**src/rtl/cfa_pkg.sv**
```systemverilog
package cfa_pkg;
   localparam int CFA_HALF_W = 16;

   // a parcel is 16-bit when its two lowest bits are not both set
   function automatic logic cfa_is_short(input logic [1:0] low_bits);
      return (low_bits != 2'b11);
   endfunction
endpackage

```
**src/rtl/cfa_halfsel.sv**
```systemverilog
module cfa_halfsel
   import cfa_pkg::*;
#(
   parameter int INSN_W = 32
) (
   input  logic [INSN_W-1:0]   word_i,
   input  logic                upper_sel_i,
   input  logic                mid_i,
   input  logic [INSN_W/2-1:0] held_lo_i,
   output logic [INSN_W-1:0]   held_n_o,
   output logic                mid_n_o,
   output logic                done_n_o
);
   localparam int HW = INSN_W / 2;

   logic [HW-1:0] lo_half;
   logic [HW-1:0] hi_half;

   assign lo_half = word_i[HW-1:0];
   assign hi_half = word_i[INSN_W-1:HW];

   always_comb begin
      held_n_o = '0;
      mid_n_o  = 1'b0;
      done_n_o = 1'b1;
      if (mid_i) begin
         held_n_o = {lo_half, held_lo_i};
      end else if (!upper_sel_i) begin
         if (cfa_is_short(lo_half[1:0])) held_n_o = {{HW{1'b0}}, lo_half};
         else                            held_n_o = word_i;
      end else begin
         held_n_o = {{HW{1'b0}}, hi_half};
         if (!cfa_is_short(hi_half[1:0])) begin
            mid_n_o  = 1'b1;
            done_n_o = 1'b0;
         end
      end
   end
endmodule

```
**src/rtl/cfa_pcgen.sv**
```systemverilog
module cfa_pcgen #(
   parameter int PC_W   = 32,
   parameter int INSN_W = 32
) (
   input  logic [PC_W-1:0] pc_i,
   input  logic            short_i,
   output logic [PC_W-1:0] next_pc_o
);
   localparam int SHORT_BYTES = INSN_W / 16;
   localparam int FULL_BYTES  = INSN_W / 8;

   assign next_pc_o = pc_i + (short_i ? PC_W'(SHORT_BYTES) : PC_W'(FULL_BYTES));
endmodule

```
**src/rtl/cfa_aligner.sv**
```systemverilog
module cfa_aligner
   import cfa_pkg::*;
#(
   parameter int PC_W      = 32,
   parameter int INSN_W    = 32,
   parameter bit READY_FWD = 1'b1
) (
   input  logic              clk,
   input  logic              rst_n,
   input  logic              fetch_valid,
   output logic              fetch_ready,
   input  logic [INSN_W-1:0] fetch_word,
   input  logic [PC_W-1:0]   fetch_pc,
   output logic              out_valid,
   input  logic              out_ready,
   output logic [INSN_W-1:0] out_insn,
   output logic              out_compressed,
   output logic [PC_W-1:0]   out_pc,
   output logic [PC_W-1:0]   out_next_pc,
   output logic              half_pending
);
   localparam int HW       = INSN_W / 2;
   localparam int HSEL_BIT = $clog2(HW / 8);

   initial begin
      if (INSN_W != 2 * CFA_HALF_W)
         $fatal(1, "cfa_aligner: INSN_W must be twice the parcel width");
      if (PC_W <= HSEL_BIT + 1)
         $fatal(1, "cfa_aligner: PC_W too narrow");
   end

   logic [INSN_W-1:0] held_q, held_n;
   logic              mid_q, mid_n;
   logic              done_q, done_n;
   logic [PC_W-1:0]   pc_q;
   logic              accept;

   generate
      if (READY_FWD) begin : g_fwd
         assign fetch_ready = !done_q || out_ready;
      end else begin : g_plain
         assign fetch_ready = !done_q;
      end
   endgenerate

   assign accept = fetch_valid && fetch_ready;

   cfa_halfsel #(.INSN_W(INSN_W)) u_sel (
      .word_i      (fetch_word),
      .upper_sel_i (fetch_pc[HSEL_BIT]),
      .mid_i       (mid_q),
      .held_lo_i   (held_q[HW-1:0]),
      .held_n_o    (held_n),
      .mid_n_o     (mid_n),
      .done_n_o    (done_n)
   );

   always_ff @(posedge clk) begin
      if (!rst_n) begin
         held_q <= '0;
         mid_q  <= 1'b0;
         done_q <= 1'b0;
         pc_q   <= '0;
      end else if (accept) begin
         held_q <= held_n;
         mid_q  <= mid_n;
         done_q <= done_n;
         if (!mid_q) pc_q <= fetch_pc;
      end else if (done_q && out_ready) begin
         done_q <= 1'b0;
      end
   end

   assign out_valid      = done_q;
   assign out_insn       = held_q;
   assign out_pc         = pc_q;
   assign half_pending   = mid_q;
   assign out_compressed = cfa_is_short(held_q[1:0]);

   cfa_pcgen #(.PC_W(PC_W), .INSN_W(INSN_W)) u_pc (
      .pc_i      (pc_q),
      .short_i   (out_compressed),
      .next_pc_o (out_next_pc)
   );

   // a stalled result stays put and blocks new fetch words
   a_r8_hold_stable: assert property (@(posedge clk) disable iff (!rst_n)
      out_valid && !out_ready |=> out_valid && $stable(out_insn) && $stable(out_pc));
   a_r8_no_accept: assert property (@(posedge clk) disable iff (!rst_n)
      out_valid && !out_ready |-> !fetch_ready);
   // a held first half has clean upper bits and nothing is presented
   a_r9_upper_clear: assert property (@(posedge clk) disable iff (!rst_n)
      half_pending |-> (out_insn[INSN_W-1:HW] == '0) && !out_valid);
   // a split instruction completes on the next accepted word
   a_r5_merge_done: assert property (@(posedge clk) disable iff (!rst_n)
      half_pending && accept |=> out_valid && !half_pending && $stable(out_pc));
   // successor address follows the instruction length
   a_r7_next_pc: assert property (@(posedge clk) disable iff (!rst_n)
      out_valid |-> out_next_pc == out_pc + (out_compressed ? PC_W'(2) : PC_W'(4)));
endmodule

```
**config.mk**
```make
export PLATFORM = sky130hd
export DESIGN_NAME = cfa_aligner
export DESIGN_NICKNAME = d
export VERILOG_FILES = /design/src/rtl/cfa_pkg.sv /design/src/rtl/cfa_halfsel.sv /design/src/rtl/cfa_pcgen.sv /design/src/rtl/cfa_aligner.sv
export SDC_FILE = /design/constraint.sdc
export NUM_CORES = 1
export LEC_CHECK = 0
export ABC_AREA = 0
export BUFFER_PORTS_ARGS = -buffer_cell sky130_fd_sc_hd__buf_2
export CAP_MARGIN = 20
export CORE_MARGIN = 2
export CORE_UTILIZATION = 34
export DETAILED_ROUTE_END_ITERATION = 10
export GPL_TIMING_DRIVEN = 0
export PLACE_DENSITY = 0.65
export SETUP_SLACK_MARGIN = 0.3
export SLEW_MARGIN = 40
export SYNTH_ARGS = -nofsm -noshare
export SYNTH_HDL_FRONTEND = slang
export SYNTH_SLANG_ARGS = --single-unit
```
**constraint.sdc**
```tcl
create_clock -name clk -period 3.4 [get_ports clk]
set_input_delay 0.17 -clock clk [delete_from_list [all_inputs] [get_ports clk]]
set_output_delay 0.17 -clock clk [all_outputs]
set_load 0.01 [all_outputs]
```
# [Word-level counts from Yosys, hierarchy flattened]
# Index checks and enable logic that the tools add are counted.
[totals] output_inout_bits=100 word_cells=28 regBits=66
[op_classes] addsub=1 eq_ne=3 n_reduce_logical=6 bitwise_logic=1 n_mux=12
[ops] operator="two-way mux 32 bit" count=3
[ops] operator="adder 32 bit" count=1
[ops] operator="two-way mux 1 bit" count=8
[ops] operator="inequality test 2 bit (second input constant)" count=3
[ops] operator="two-way mux 3 bit" count=1
[ops] operator="logical AND 1 bit" count=2
[ops] operator="AND reduction 2 bit" count=1
[ops] operator="nonzero test 2 bit" count=1
[ops] operator="zero test 1 bit" count=1
[ops] operator="logical OR 1 bit" count=1
[ops] operator="NOT 1 bit" count=1

# [Logic depth before layout (Yosys ltp)]
[depth] word_depth=5 mapped_depth=8 depth_no_buf=7

# [Cells and area by module]
# A second synthesis with hierarchy kept.
[hier_totals] hier_cells=489 hier_area_um2=4016.4
[modules_own_cells] mod="cfa_aligner" area_each_um2=2690.1 instances=1 cells_each=290
[modules_own_cells] mod="cfa_pcgen" area_each_um2=683.2 instances=1 cells_each=92
[modules_own_cells] mod="cfa_halfsel" area_each_um2=643.1 instances=1 cells_each=107

# [Worst setup path after synthesis]
# No wires, ideal clock.
[synth_path] path_type="reg2out" startpoint="register held_q[1], in the netlist out_insn[1]" endpoint="output out_next_pc[13]" arrival_time_ns=1.807 required_time_ns=3.230 path_stages_with_launch=9 n_path_buf=1 setup_slack_ns=1.423 path_cell_list="dfxtp_1 nand2_1 and2_1 ha_1 a31oi_1 nor3_1 buf_2 nand4_1 xnor2_1"
[synth_between] elab_chain_cells=3
[synth_rtl] element="start: declaration" line_no="cfa_aligner.sv:32" rtl="logic [INSN_W-1:0] held_q, held_n;"
[synth_rtl] element="start signal: assignment" line_no="cfa_aligner.sv:65" rtl="held_q <= held_n;"
[synth_rtl] element="inequality test 2 bit" line_no="cfa_pkg.sv:6" rtl="return (low_bits != 2'b11);"
[synth_rtl] element="net out_compressed" line_no="cfa_aligner.sv:17" rtl="output logic out_compressed,"
[synth_rtl] element="two-way mux 3 bit" line_no="cfa_pcgen.sv:12" rtl="assign next_pc_o = pc_i + (short_i ? PC_W'(SHORT_BYTES) : PC_W'(FULL_BYTES));"
[synth_rtl] element="adder 32 bit" line_no="cfa_pcgen.sv:12"
[synth_rtl] element="end: declaration" line_no="cfa_aligner.sv:19" rtl="output logic [PC_W-1:0] out_next_pc,"
# The timed path passes the listed nets, and every way through them passes these cells.

# [Worst setup path after layout]
[layout_path] startpoint="register held_q[1], in the netlist out_insn[1]" endpoint="output out_next_pc[31]"
[layout_between] elab_chain_cells=3
[layout_rtl] element="inequality test 2 bit" line_no="cfa_pkg.sv:6"
[layout_rtl] element="two-way mux 3 bit" line_no="cfa_pcgen.sv:12"
[layout_rtl] element="adder 32 bit" line_no="cfa_pcgen.sv:12"
# Every way passes these cells.

==> qor.yml <==
setup_path:
  crit_required_ns: 3.23
  critPathLaunchType: "flop"
  endpoint_kind: "output pin"
  crit_arrival_ns: 2.54
  cp_cell_sequence: "nand2_1, xnor2_1, ha_1, a31oi_1, nor3_1, buf_2, nand4_1, xnor2_1, buf_2"
  cpPeakStageDelay_ns: 0.44
  path_max_fanout: 10
  cp_slowest_cell: "dfxtp_1"
  critPathKind: "reg2out"
synthesis:
  synth.most_common_cell: "nand2_1"
  yosys_warnings: 0
  syn_nets: 456
  netlist-cell-type-count: 32
  ys_async_sr_fraction_pct: 0
  synth_ff_type: "dfxtp_1"
  ys_seq_area_share_pct: 40.8
  synth_area_leaders: "dfxtp_1 (41%), nand2_1 (8.3%), a211oi_1 (7.2%)"
  syn_area_sq_um: 3240
  synth-edff-count: 0
  yosysTopAreaCell: "dfxtp_1"
  synth_seq_cells: 66
  synth_commonest_cells: "nand2_1 (72), dfxtp_1 (66), a21oi_1 (35), nor2_1 (35), a211oi_1 (31)"
  synth_top_area_share_pct: 40.8
  synth_cells: 387
  synth.avg_cell_area_sq_um: 8.37
clocking:
  cts_resized: 0
  clock_sinks: 66
  cts_tree: "done"
  ctsHtreeMaxLevel: 3
  clock_latency_ns: 0.34
  cts_buffers: 9
  cts-root-buf: "clkbuf_8"
  postCtsSetupRepairBufs: 0
  ctsHoldBuffers: 0
  clock_path_buffers: 2
  cts.reportedPaths.clkPinSlew_ns: 0.07
layout:
  drive_gt1_share_pct: 36.3
  antennaDiodeCount: 0
  utilization_pct: 48.1
  fin_nets: 634
  fillers: 934
  final_area_sq_um: 4440
  syn_to_final_growth_pct: 37.1
power_and_ir_drop:
  p_switching_mw: 0.545
  seqPwrFrac_pct: 46.2
  power_frac_comb_pct: 18.5
  p_int_mw: 1.36
  p_leak_nw: 2.12
  power_density_nw_per_um2: 428
  clock_power_share_pct: 35.3
  switching_share_pct: 28.6
  vdd_drop_max_mv: 0.202
timing:
  slew_violations: 0
  period_share_pct: 79.7
  setup_ws_ns: 0.689
  worst_slew_pin_slew_ns: 0.552
  final_hold_viol_count: 0
  fmaxAchievable_mhz: 369
  fin_worst_skew_ns: 0.00648
  max_slew_margin_pct: 63.2
  period_needed_ns: 2.71
  tns_ns: 0
  report.final.setup_viol: 0
  rsz0062_at_grt: "false"
detailed_routing:
  wl_per_cell_um: 14.6
  drc: 0
  viasPerCell: 4.93
  vias: 3447
  ant_nets: 0
  drt_pass1_iterations: 4
  wirelength_mm: 10.2
  drt-initial-drc-count: 76
global_route:
  grt_max_degree: 12
  grt_overflow: 0
  gr-usage-all-layers_pct: 20.1
  antenna_found_initial: 0
  grt_pass1_wl_mm: 16.2
  grt_pass1_vias: 3235
floorplanning:
  fp.dieW_um: 102
  die_h_um: 102
  row_count: 35
  ioPinCount: 168
  core_area_sq_um: 9240
  initial_core_util_pct: 35.1
  dieArea_sq_um: 10300
placed_design:
  gp_congestion: 0.840
  dp_hpwl_mm: 7.84
  post_dp_cell_area_sq_um: 4240
  pre_cts_slack_ns: 0.993
  numPortBuffers: 167
job:
  cap_violations: 0
outcome:
  outcome: "complete, no violations"
hold_path:
  min_path_type: "in2reg"
critical path: cells and delay by family, from the launching register on:
family          cells  cell delay [ns]
flops               1             0.44
xor+xnor            2             0.35
buf+inv             2             0.46
fa+ha+maj           1             0.16
compound gates      1             0.10
simple gates        3             0.69
kinds of logic (layout without fill, tap and decap cells):
kind of cell	after synthesis	in the layout	share of synthesized area (%)
simple gates	156	156	23.6
compound gates	82	82	16.3
flops	66	66	40.8
buf+inv	35	218	5.68
xor+xnor	30	30	8.11
mux	17	17	5.25
fa+ha+maj	1	1	0.386
sequential cells by signal, indices dropped and copies added (netlist names):
signal / cells
out_pc: 32
half_pending: 1
out_valid: 1
out_insn: 32
routing by layer:
metal	GRT usage [%]	vias to the layer above	part of all wire, %
li1	-	1712	-
met3	5.38	14	8.7
met1	26.5	1563	45
met2	31.4	158	45
met5	0	-	0
met4	7.69	0	1.5
power groups by stage:
stage / clock, mW / combinational (mW) / sequential [mW]
after floorplan: 0 / 0.166 / 0.913
after global placement: 0 / 0.352 / 0.894
after detailed placement: 0 / 0.357 / 0.896
after CTS: 0.694 / 0.357 / 0.879
after global routing: 0.725 / 0.393 / 0.887
final: 0.672 / 0.353 / 0.879
final cells by class:
| type | instances | area [sq um] | area share, % |
|---|---|---|---|
| Sequential cell | 66 | 1320 | 29.7 |
| Multi-Input combinational cell | 286 | 1740 | 39.1 |
| Timing Repair Buffer | 167 | 836 | 18.8 |
| Inverter | 3 | 11.3 | 0.253 |
| Clock buffer | 12 | 155 | 3.49 |
| Tap cell | 129 | 161 | 3.63 |
| Clock inverter | 4 | 50.0 | 1.13 |
| Buffer | 32 | 173 | 3.89 |
final timing paths:
check | from | endpoint | slack, ns | cells past startpoint
min | fetch_pc[5] | out_pc[5] | 0.07 | 3
max reg2reg | half_pending | out_insn[10] | 1.68 | 6
min reg2reg | out_insn[17] | out_insn[17] | 0.47 | 2
max | out_insn[1] | out_next_pc[31] | 0.69 | 9
placed cells by master, fill, tap and decap left out:
master and n:
a211oi_1 31, a21oi_1 35, a22oi_1 15, a31oi_1 1, and2_1 5, and3_1 5
and4_1 4, and4_2 2, and4bb_2 2, buf_1 2, buf_2 180, buf_4 1
buf_6 3, bufinv_16 1, clkbuf_1 13, clkbuf_8 12, clkinv_2 1, clkinvlp_4 2
dfxtp_1 66, ha_1 1, inv_1 3, mux2i_1 17, nand2_1 72, nand2b_1 2
nand3_1 11, nand3b_1 1, nand4_1 12, nand4_2 1, nand4_4 1, nor2_1 35
nor2b_1 1, nor3_1 1, nor4b_4 1, xnor2_1 26, xor2_1 4
through the flow:
stage,hold slack [ns],std cells,total power [mW]
after floorplan,0.292,387,1.08
after global placement,0.393,683,1.25
after detailed placement,0.409,683,1.25
after CTS,0.0484,699,1.93
after global routing,0.0541,699,2.00
final,0.0652,699,1.90
Note: power is estimated with default switching activity, not from simulation.
